[src/rtl/aeb_pkg.sv]
package aeb_pkg;

    localparam int unsigned AEB_ADDR_W    = 16;
    localparam int unsigned AEB_STRETCH_W = 8;
    localparam int unsigned AEB_SYNC_N    = 2;

    // Bit 0 marks the requesting state, bit 1 the driving state, so the
    // request and drive-enable outputs come straight off state flops.
    typedef enum logic [1:0] {
        TX_IDLE  = 2'b00,
        TX_REQ   = 2'b01,
        TX_DRIVE = 2'b10
    } tx_state_e;

    // Synchronised view of the asynchronous bus inputs (all active low).
    typedef struct packed {
        logic ack_n;
        logic strobe_n;
        logic timeout_n;
    } bus_in_t;

    localparam int unsigned BUS_IN_W = $bits(bus_in_t);

    function automatic logic fell(input logic prev, input logic now);
        return prev & ~now;
    endfunction

endpackage

[src/rtl/aeb_sync.sv]
module aeb_sync #(
    parameter int unsigned        W      = 1,
    parameter int unsigned        STAGES = 2,
    parameter logic [W-1:0]       INIT   = '1
) (
    input  logic         clk,
    input  logic         rst,
    input  logic [W-1:0] async_i,
    output logic [W-1:0] sync_o
);

    logic [W-1:0] chain [STAGES];

    for (genvar s = 0; s < STAGES; s++) begin : g_stage
        if (s == 0) begin : g_first
            always_ff @(posedge clk) begin
                if (rst) chain[s] <= INIT;
                else     chain[s] <= async_i;
            end
        end else begin : g_next
            always_ff @(posedge clk) begin
                if (rst) chain[s] <= INIT;
                else     chain[s] <= chain[s-1];
            end
        end
    end

    assign sync_o = chain[STAGES-1];

endmodule

[src/rtl/aeb_hold.sv]
module aeb_hold #(
    parameter int unsigned W = 16
) (
    input  logic         clk,
    input  logic         rst,
    input  logic         in_valid,
    input  logic [W-1:0] in_addr,
    output logic         in_ready,
    input  logic         release_i,
    output logic [W-1:0] addr_o,
    output logic         full_o
);

    logic         full_q;
    logic [W-1:0] addr_q;

    assign in_ready = ~full_q;
    assign full_o   = full_q;
    assign addr_o   = addr_q;

    always_ff @(posedge clk) begin
        if (rst) begin
            full_q <= 1'b0;
            addr_q <= '0;
        end else if (!full_q) begin
            if (in_valid) begin
                full_q <= 1'b1;
                addr_q <= in_addr;
            end
        end else if (release_i) begin
            full_q <= 1'b0;
        end
    end

endmodule

[src/rtl/aeb_tx_fsm.sv]
module aeb_tx_fsm
    import aeb_pkg::*;
(
    input  logic clk,
    input  logic rst,
    input  logic pending,
    input  logic ack_n_s,
    output logic req_n,
    output logic drive,
    output logic done
);

    tx_state_e state_q, state_d;

    always_comb begin
        state_d = state_q;
        unique case (state_q)
            TX_IDLE:  if (pending && ack_n_s) state_d = TX_REQ;
            TX_REQ:   if (!ack_n_s)           state_d = TX_DRIVE;
            TX_DRIVE: if (ack_n_s)            state_d = TX_IDLE;
            default:                          state_d = TX_IDLE;
        endcase
    end

    always_ff @(posedge clk) begin
        if (rst) state_q <= TX_IDLE;
        else     state_q <= state_d;
    end

    assign req_n = ~state_q[0];
    assign drive = state_q[1];
    assign done  = (state_q == TX_DRIVE) && ack_n_s;

endmodule

[src/rtl/aeb_wait_gen.sv]
module aeb_wait_gen #(
    parameter int unsigned CNT_W = 8
) (
    input  logic             clk,
    input  logic             rst,
    input  logic             strobe_fall,
    input  logic             timeout_fall,
    input  logic             drive,
    input  logic [CNT_W-1:0] stretch,
    output logic             wait_pd
);

    localparam logic [CNT_W-1:0] ONE = CNT_W'(1);

    logic             pd_q;
    logic [CNT_W-1:0] cnt_q;

    always_ff @(posedge clk) begin
        if (rst) begin
            pd_q  <= 1'b0;
            cnt_q <= '0;
        end else if (!pd_q) begin
            if (strobe_fall && drive && (stretch != '0)) begin
                pd_q  <= 1'b1;
                cnt_q <= stretch;
            end
        end else if (timeout_fall || (cnt_q == ONE)) begin
            pd_q  <= 1'b0;
            cnt_q <= '0;
        end else begin
            cnt_q <= cnt_q - ONE;
        end
    end

    assign wait_pd = pd_q;

endmodule

[src/rtl/aeb_sender.sv]
module aeb_sender
    import aeb_pkg::*;
#(
    parameter int unsigned ADDR_W    = AEB_ADDR_W,
    parameter int unsigned STRETCH_W = AEB_STRETCH_W,
    parameter int unsigned SYNC_N    = AEB_SYNC_N
) (
    input  logic                 clk,
    input  logic                 rst,
    input  logic                 evt_valid,
    input  logic [ADDR_W-1:0]    evt_addr,
    output logic                 evt_ready,
    input  logic [STRETCH_W-1:0] stretch_cycles,
    input  logic                 bus_ack_n,
    input  logic                 bus_strobe_n,
    input  logic                 bus_timeout_n,
    output logic                 bus_req_n,
    output logic [ADDR_W-1:0]    bus_data_o,
    output logic                 bus_data_oe,
    output logic                 wait_pd
);

    bus_in_t           pins, synced, synced_q;
    logic              ack_n_s;
    logic              strobe_fall, timeout_fall;
    logic              pending, drive, done;
    logic [ADDR_W-1:0] held_addr;

    assign pins = '{ack_n: bus_ack_n, strobe_n: bus_strobe_n, timeout_n: bus_timeout_n};

    aeb_sync #(
        .W      (BUS_IN_W),
        .STAGES (SYNC_N),
        .INIT   ({BUS_IN_W{1'b1}})
    ) u_sync (
        .clk     (clk),
        .rst     (rst),
        .async_i (pins),
        .sync_o  (synced)
    );

    always_ff @(posedge clk) begin
        if (rst) synced_q <= '1;
        else     synced_q <= synced;
    end

    assign ack_n_s      = synced.ack_n;
    assign strobe_fall  = fell(synced_q.strobe_n, synced.strobe_n);
    assign timeout_fall = fell(synced_q.timeout_n, synced.timeout_n);

    aeb_hold #(.W(ADDR_W)) u_hold (
        .clk       (clk),
        .rst       (rst),
        .in_valid  (evt_valid),
        .in_addr   (evt_addr),
        .in_ready  (evt_ready),
        .release_i (done),
        .addr_o    (held_addr),
        .full_o    (pending)
    );

    aeb_tx_fsm u_fsm (
        .clk     (clk),
        .rst     (rst),
        .pending (pending),
        .ack_n_s (ack_n_s),
        .req_n   (bus_req_n),
        .drive   (drive),
        .done    (done)
    );

    aeb_wait_gen #(.CNT_W(STRETCH_W)) u_wait (
        .clk          (clk),
        .rst          (rst),
        .strobe_fall  (strobe_fall),
        .timeout_fall (timeout_fall),
        .drive        (drive),
        .stretch      (stretch_cycles),
        .wait_pd      (wait_pd)
    );

    assign bus_data_oe = drive;
    assign bus_data_o  = drive ? held_addr : '0;

endmodule

[config.mk]
export PLATFORM = sky130hd
export DESIGN_NAME = aeb_sender
export DESIGN_NICKNAME = d
export VERILOG_FILES = /design/src/rtl/aeb_pkg.sv /design/src/rtl/aeb_sync.sv /design/src/rtl/aeb_hold.sv /design/src/rtl/aeb_tx_fsm.sv /design/src/rtl/aeb_wait_gen.sv /design/src/rtl/aeb_sender.sv
export SDC_FILE = /design/constraint.sdc
export NUM_CORES = 1
export LEC_CHECK = 0
export CORE_ASPECT_RATIO = 1.1
export CORE_MARGIN = 2
export CORE_UTILIZATION = 49
export DETAILED_ROUTE_END_ITERATION = 12
export PLACE_DENSITY_LB_ADDON = 0.25
export SLEW_MARGIN = 20
export SYNTH_ARGS = -nofsm -noshare
export SYNTH_HDL_FRONTEND = slang
export SYNTH_SLANG_ARGS = --single-unit
[constraint.sdc]
create_clock -name clk -period 3.37 [get_ports clk]
set_input_delay 0.337 -clock clk [delete_from_list [all_inputs] [get_ports clk]]
set_output_delay 0.337 -clock clk [all_outputs]
set_load 0.01 [all_outputs]
# == After elaboration in Yosys (flattened, before gate mapping) ==
# Memory sizes are Yosys's and may differ from the RTL's.
# Cells that the tools add are included.
# classes
mul,0
mux,19
addsub,1
n_eq_ne,6
magnitude_cmp,0
n_shift,0
div_mod_pow,0
n_bitwise,8
n_reduce_logical,10
# op_table
cell,count
two-way mux 8 bit,3
two-way mux 16 bit,1
two-way mux 1 bit,9
"equality test 8 x 1 -> 1 bit, second input constant",1
nonzero test 8 bit,1
"subtractor 8 x 1 -> 8 bit, second input constant",1
two-way mux 2 bit,3
two-way mux 3 bit,2
case mux 2 bit (3 select lines),1
logical AND 1 bit,4
"!= test 2 bit, second input constant",2
NOT 1 bit,4
AND reduction 3 bit,1
AND 1 bit,2
"equality test 2 x 1 -> 1 bit, second input constant",1
"equality test 2 bit, second input constant",1
zero test 2 bit,1
"!= test 2 x 1 -> 1 bit, second input constant",1
OR 1 bit,2
AND reduction 2 bit,1
nonzero test 2 bit,1
logical OR 1 bit,1
# word_totals
rom_bits,0
ram_bits,6
mem_count,1
register_bits,30
output_inout_bits,20
input_bits,30
latch_bits,0
wordCells,52
# memory_table
memory,words,word_bits,read_ports,rd_ports_with_merged_regs,write_ports,line_no,rtl
u_sync.chain,2,3,2,0,2,aeb_sync.sv:12,logic [W-1:0] chain [STAGES];

# == Logic depth before layout (Yosys ltp) ==
# Gate-level depths: netlist of the first run.
# depth
depth_word,6
ltp_mapped,6
depth_no_buf,6

# == Cells and area by module ==
# A second synthesis of the first run with hierarchy kept.
# hier_totals
cells_unflattened,191
hier_area_um2,1870.5
# modules_own_cells
module,area_per_inst_um2,cells_per_inst,n_inst,seq_area_each_um2
aeb_hold,819.5,75,1,340.3
aeb_wait_gen,614.3,73,1,180.2
aeb_sender,191.4,23,1,40.0
aeb_sync,157.7,12,1,120.1
aeb_tx_fsm,87.6,8,1,40.0

# == Worst setup path after synthesis of the first run ==
# OpenSTA, ideal clock, no wires.
# synth_timing
kind,register to register
from,register u_wait.cnt_q[1]
to,register u_wait.cnt_q[6]
t_arrival_ns,1.564
period_less_slack_ns,1.695
setup_time_ns,0.131
path_buffers,0
path_slack_ns,1.675
stages_incl_launch_ff,7
required_time_ns,3.239
cell_sequence,dfxtp_1 inv_1 ha_1 or3b_2 or3_1 a22oi_1 o32ai_1
# synth_via
elab_chain_cells,4
word_cells_on_any_way,5
cone_classes,1 x add/sub; 1 x eq/ne; 2 x mux; 1 x reduce/logical
# synth_lines
item,line_no,rtl
"start, declared",aeb_wait_gen.sv:16,logic [CNT_W-1:0] cnt_q;
"start signal, assigned",aeb_wait_gen.sv:25,cnt_q <= stretch;
"start signal, assigned",aeb_wait_gen.sv:31,cnt_q <= cnt_q - ONE;
branches (longest 2 deep; another with subtractor 8 x 1 -> 8 bit),n/a,
two-way mux 8 bit *,aeb_wait_gen.sv:27,end else if (timeout_fall || (cnt_q == ONE)) begin
two-way mux 8 bit *,aeb_wait_gen.sv:22,end else if (!pd_q) begin
# Mark *: on every way between the ends.
# A chain may end at the register's enable or synchronous reset.

# == Final worst setup path of the first run ==
# layout_timing
from,register u_fsm.state_q[1]
to,output bus_data_o[10]
# layout_via
elab_chain_cells,1
# layout_lines
item,line_no,rtl
"start, declared",aeb_tx_fsm.sv:13,"tx_state_e state_q, state_d;"
"start signal, assigned",aeb_tx_fsm.sv:27,else state_q <= state_d;
two-way mux 16 bit,aeb_sender.sv:83,assign bus_data_o = drive ? held_addr : '0;
"end, declared",aeb_sender.sv:18,"output logic [ADDR_W-1:0] bus_data_o,"
# Every way passes these cells.

==> reports/results.txt, run 1 <==
Status = complete, but fails checks
Violations in the final reports = design-rule violations
Post CTS Setup Buffer Count = 0
Gr ovfl total = 0
Synth Area in Adders = 1.55%
Dominant synthesized flop cell = dfxtp_1
Hold WC Path Type = reg -> reg
GRT Total Usage = 20.3%
Buffers on Ports = 49
First-pass GRT wire length = 6.00 mm
Initial Util = 52.1%
Die area = 3770 sq um
Largest net degree at the start of global routing = 24
Number of global-route vias before repair = 1,359
Final period util = 63.8%
DRC Markers = 4
CTS Hold Bufs = 0
Slowest cell on the critical path = dfxtp_1
ANT cells = 0
Post-CTS Resized = 0
WL final = 3.52 mm
Fmax = 465 MHz
Arr. time, crit path = 1.81 ns
H-tree depth = 2
Clk buf depth = 2
Synthesized cell area = 1620 sq um
Synth top area share = 44.6%
CTS root buf = clkbuf_4
Average cell area after synthesis = 8.33 sq um
Crit path max fanout = 21
Final hold vios = 0
Initial antenna violation count = 0
Synth Area in Compound Gates = 19.9%
Fin. max-slew vios = 0
Routed WL per cell = 12.7 microns
Worst Tran Pin Value = 0.801 ns
Global route hottest layer = met2
Routed vias = 1,487
Die H = 64.2 microns
Core Area = 3100 sq um
Reg area = 721 sq um
Leak = 0.820 nW
Max cap viols = 0
Clock skew = 0.0100 ns
GR Layer Usage met2 = 33.8%
Synth warn = 0
CP top delay family = flip-flops
DR iter-0 viols = 93
Bufs and invs on worst path = 1
Die Wd = 58.7 microns
Power Density = 381 nW/um^2
IO Count = 50
ANT nets after route = 0
# clock sinks = 36
CP Launch Type = flip-flop
Area grow syn2layout = 36.3%
Synth Area in XOR/XNOR = 0.542%
Synthesized Nets = 226
Largest family of logic cells by synthesized area = simple AND/OR/NAND/NOR gates
Gate Count Post-Synth = 194
Register area share after synthesis = 44.6%
Commonest non-fill, non-tap cell in the layout = clkdlybuf4s50_1
Final setup vio count = 0
Yosys top cell by area = dfxtp_1
# fillers = 255
Simple-Gate Fraction of Synth Area = 28.8%
Met1 usage = 25.0%
Cell variety after synth = 36
Post-synth ARST share = 0%
Worst Hold End = u_sync.chain[1][0]$_SDFF_PP1_
Max rail drop VDD = 0.342 mV
Cells on Worst Hold Path = 1
CTS tree = yes
Footprint of the multi-input gates = 831 sq um
R2R setup slack = 1.30 ns
Number of enable flip-flop cells after synthesis = 0
Critical path class = reg -> out
Detailed Place HPWL = 2.52 mm
Layout cells sized above 1 = 9.47%
DR vias/cell = 5.37
Worst Setup Slack, final = 1.22 ns
#FFs+latches synth = 36
Mux cell area share after synthesis = 0.620%
Req. time, crit path = 3.03 ns
Relative max-transition margin = 46.5%
Worst Setup End Kind = output pin
Row cnt = 21
GP Congestion = 0.877
Worst r2r dst = u_wait.cnt_q[2]$_SDFFE_PP0P_
Reg2reg path depth = 5
Min cycle time layout = 2.15 ns
Num CTS Buffers = 5
RSZ-0062 raised after global routing = false
1st-pass router iterations = 8
Synth top area cells = dfxtp_1 (45%), nand2_1 (8.8%), a21oi_1 (6.2%), and2_1 (6.2%), or2_2 (3.5%)
Most frequent cells in the layout = clkdlybuf4s50_1 (49), nand2_1 (38), dfxtp_1 (36)
HP Start = u_sync.chain[0][0]$_SDFF_PP1_
Total negative slack = 0 ns
CP cell instances = and2_1, clkdlybuf4s50_1
Reg2reg start = u_wait.cnt_q[0]$_SDFFE_PP0P_
Clock transition at path regs = 0.11 ns
Critical Path Max Stage Delay = 0.72 ns
Clock insertion delay at the later pin of the skew report = 0.33 ns
# nets final = 274
GR Util met3 = 4.05%
Worst slack at placement = 1.18 ns
## kinds of logic (layout without fill, tap and decap cells)
group / after synthesis / count (layout)
and+or+nand+nor: 91 / 91
AOI/OAI and AO/OA: 46 / 46
DFF: 36 / 36
buffers and inverters: 17 / 66
adders and majority gates: 2 / 2
xor gates and xnor gates: 1 / 1
muxes: 1 / 1
## flip-flops by register name, summed over array words and instances (netlist names)
signal          flops
u_wait.cnt_q        8
u_hold.full_o       1
synced_q            2
u_hold.addr_o      16
u_sync.chain        6
u_fsm.state_q       2
u_wait.wait_pd      1
## metal layers
| metal | part of all wire, % | wire length, microns |
|---|---|---|
| met5 | 0 | 0 |
| met4 | 1.7 | 59 |
| met3 | 6.8 | 238 |
| met2 | 48 | 1680 |
| met1 | 44 | 1550 |
## worst max-delay path by stage
stage	endpoint	depth (start not counted)	start
6_report	bus_data_o[10]	2	u_fsm.state_q[1]$_SDFFE_PP0P_
5_1_grt	u_wait.cnt_q[7]$_SDFFE_PP0P_	4	u_fsm.state_q[1]$_SDFFE_PP0P_
4_1_cts	bus_data_o[10]	2	u_fsm.state_q[1]$_SDFFE_PP0P_
3_5_place_dp	u_wait.cnt_q[1]$_SDFFE_PP0P_	5	stretch_cycles[6]
3_3_place_gp	u_wait.cnt_q[1]$_SDFFE_PP0P_	5	stretch_cycles[6]
2_1_floorplan	u_wait.cnt_q[6]$_SDFFE_PP0P_	6	u_wait.cnt_q[1]$_SDFFE_PP0P_
## cell usage after synthesis (all sizes together) (5+ instances only)
| library cell | count |
|---|---|
| a21oi | 20 |
| nand2 | 38 |
| nor3 | 6 |
| nor2 | 5 |
| o32ai | 5 |
| and2 | 16 |
| clkbuf | 10 |
| dfxtp | 36 |
| nand2b | 5 |
| inv | 6 |
| or2 | 9 |
## where the power goes
| group | internal (mW) | switching [mW] |
|---|---|---|
| clock | 0.155 | 0.142 |
| combinational | 0.0522 | 0.0382 |
| sequential | 0.443 | 0.00812 |
## final cells by class
| cell class | instances | area share [%] |
|---|---|---|
| Clock inverter | 2 | 1.59 |
| Timing Repair Buffer | 51 | 23.0 |
| Clock buffer | 6 | 1.88 |
| Tap cell | 34 | 1.93 |
| Sequential cell | 36 | 32.7 |
| Inverter | 7 | 1.19 |
| Multi-Input combinational cell | 141 | 37.7 |
## per-stage QoR
step	std cells	util, %	cell area, sq um	power [mW]	hold slack [ns]
floorplan	194	-	1620	0.501	0.389
global placement	269	68.6	2130	0.550	0.392
detailed placement	269	68.6	2130	0.552	0.395
CTS	277	71.0	2200	0.844	0.422
global route	277	71.0	2200	0.874	0.435
finish	277	71.0	2200	0.839	0.420
(Power assumes the default switching activity.)
==> run 2: changes to the inputs <==
--- a/config.mk
+++ b/config.mk
@@ -7,7 +7,7 @@
 export LEC_CHECK = 0
 export CORE_ASPECT_RATIO = 1.1
 export CORE_MARGIN = 2
-export CORE_UTILIZATION = 49
+export CORE_UTILIZATION = 46
 export DETAILED_ROUTE_END_ITERATION = 12
 export PLACE_DENSITY_LB_ADDON = 0.25
 export SLEW_MARGIN = 20
==> constraint.sdc (replaced) <==
create_clock -name clk -period 2 [get_ports clk]
set_input_delay 0.2 -clock clk [delete_from_list [all_inputs] [get_ports clk]]
set_output_delay 0.2 -clock clk [all_outputs]
set_load 0.01 [all_outputs]
==> reports/results.txt, run 2 (same netlist as run 1, synthesis figures left out) <==
WL final = 3.52 mm (-0.11%)
Critical path class = reg -> reg
Final period util = 94.2%
Routed WL per cell = 11.8 microns (-6.8%)
Fin Hold WS = 0.400 ns (-0.0200 ns)
Max FFs per register = 16 (unchanged)
Layout cells sized above 1 = 11.6% (+2.2 points)
Post-CTS Resized = 0 (unchanged)
# nets final = 280 (+2.2%)
Bufs and invs on worst path = 1 (unchanged)
Clk buf depth = 2 (unchanged)
Clock skew = 0.00969 ns (-0.000349 ns)
Power Density = 619 nW/um^2 (+63%)
Initial antenna violation count = 0 (unchanged)
Num CTS Buffers = 5 (unchanged)
CP top delay family = simple AND/OR/NAND/NOR gates
RSZ-0062 raised after global routing = false
CP Depth = 6 (+4)
Commonest non-fill, non-tap cell in the layout = clkdlybuf4s50_1
DR iter-0 viols = 67 (-28%)
Max cap viols = 0 (unchanged)
Max rail drop VDD = 0.485 mV (+42%)
Cells on Worst Hold Path = 3 (+2)
Final setup vio count = 0 (unchanged)
Core Area = 3360 sq um (+8.3%)
DR vias/cell = 5.12 (-4.7%)
Buffers on Ports = 49 (unchanged)
GP Congestion = 0.913 (+4.1%)
Hold WC Path Type = in -> reg
ANT nets after route = 0 (unchanged)
Post CTS Setup Buffer Count = 0 (unchanged)
CTS root buf = clkbuf_4
Fin. max-slew vios = 0 (unchanged)
Fmax = 531 MHz
Number of global-route vias before repair = 1,353 (-0.44%)
Clock insertion delay at the later pin of the skew report = 0.33 ns (about the same)
ANT cells = 0 (unchanged)
Critical Path Max Stage Delay = 0.46 ns (-0.26 ns)
Relative max-transition margin = 64.8% (+18 points)
Arr. time, crit path = 2.09 ns (+0.28 ns)
CP cell instances = ha_1, nor4b_1, buf_4, nand2_1, a32oi_1, o32ai_1
# fillers = 289 (+13%)
Status = complete, no violations
First-pass GRT wire length = 5.91 mm (-1.4%)
Area grow syn2layout = 40.2%
Clock transition at path regs = 0.10 ns (about the same)
H-tree depth = 2 (unchanged)
Most frequent cells in the layout = clkdlybuf4s50_1 (49), nand2_1 (38), dfxtp_1 (36)
IO Count = 50 (unchanged)
CTS Hold Bufs = 0 (unchanged)
CTS tree = yes
Largest net degree at the start of global routing = 42 (+75%)
Die Wd = 60.5 microns (+3.0%)
Total negative slack = 0 ns (unchanged)
Reg2reg path depth = 6 (+1)
Die H = 66.2 microns (+3.0%)
Final hold vios = 0 (unchanged)
Initial Util = 48.1% (-4.0 points)
Worst Setup End Kind = flip-flop
CP Launch Type = flip-flop
Crit path max fanout = 6 (-71%)
Req. time, crit path = 2.20 ns (-0.83 ns)
Die area = 4000 sq um (+6.1%)
Min cycle time layout = 1.88 ns
Gr ovfl total = 0 (unchanged)
GRT Total Usage = 19.8% (-0.54 points)
Detailed Place HPWL = 2.57 mm (+1.8%)
DRC Markers = 0 (-4)
# clock sinks = 36 (unchanged)
Worst Tran Pin Value = 0.521 ns (-0.280 ns)
Row cnt = 22 (+4.8%)
Routed vias = 1,520 (+2.2%)
1st-pass router iterations = 4 (-4)
Slowest cell on the critical path = nor4b_1
Leak = 0.850 nW (+3.7%)
-- run 2: cell types whose count changed in the layout (fill, tap and decap cells not counted), sizes merged --
cell / previous run / this run
buf: 2 / 8
-- run 2: through the flow --
stage	utilization, %	cells	cell area, sq um	setup WS (ns)	power (mW)
floorplan	-	194	1620	0.305	0.844
global placement	65.2	289	2190	0.122	0.929
detailed placement	65.2	289	2190	0.0816	0.931
CTS	67.4	297	2260	0.142	1.42
global route	67.4	297	2260	0.0216	1.48
finish	67.4	297	2260	0.116	1.40
-- run 2: path summary, 6_finish.rpt --
| path | start | endpoint | slack, ns |
|---|---|---|---|
| min | evt_addr[12] | u_hold.addr_o[12]$_SDFFE_PP0P_ | 0.40 |
| max | u_wait.cnt_q[0]$_SDFFE_PP0P_ | u_wait.cnt_q[4]$_SDFFE_PP0P_ | 0.12 |
| max reg2reg | u_wait.cnt_q[0]$_SDFFE_PP0P_ | u_wait.cnt_q[4]$_SDFFE_PP0P_ | 0.12 |
| min reg2reg | u_sync.chain[0][0]$_SDFF_PP1_ | u_sync.chain[1][0]$_SDFF_PP1_ | 0.42 |
-- run 2: area by class of cell --
cell class | count | area (sq um) | share of cell area, %
multi-input cells | 141 | 831 | 36.7
flip-flops and latches | 36 | 721 | 31.8
repair buffers | 57 | 551 | 24.3
well taps | 48 | 60.1 | 2.65
clock buffers | 6 | 41.3 | 1.82
clock inverters | 2 | 35.0 | 1.55
inverters | 7 | 26.3 | 1.16
-- run 2: worst min-delay path: stages --
cell and delay, ns:
clkdlybuf4s50_1 0.39, nand2_1 0.05, a21oi_1 0.05
-- run 2: metal layers --
metal  track usage (%)  wire length (microns)  vias up
met2              31.8                   1670       44
met4              9.51                     53        0
li1                  -                      -      783
met5                 0                      0        -
met1              24.4                   1590      686
met3              4.70                    201        7
-- run 2: power breakdown --
group	internal, mW	switching (mW)
sequential	0.747	0.0130
combinational	0.0887	0.0648
clock	0.262	0.227
==> run 3: changes to the inputs <==
--- a/config.mk
+++ b/config.mk
@@ -5,6 +5,7 @@
 export SDC_FILE = /design/constraint.sdc
 export NUM_CORES = 1
 export LEC_CHECK = 0
+export CAP_MARGIN = 40
 export CORE_ASPECT_RATIO = 1.1
 export CORE_MARGIN = 2
 export CORE_UTILIZATION = 46
==> results of run 3 <==
The final DEF is identical to that of run 2; final timing and power are the same.
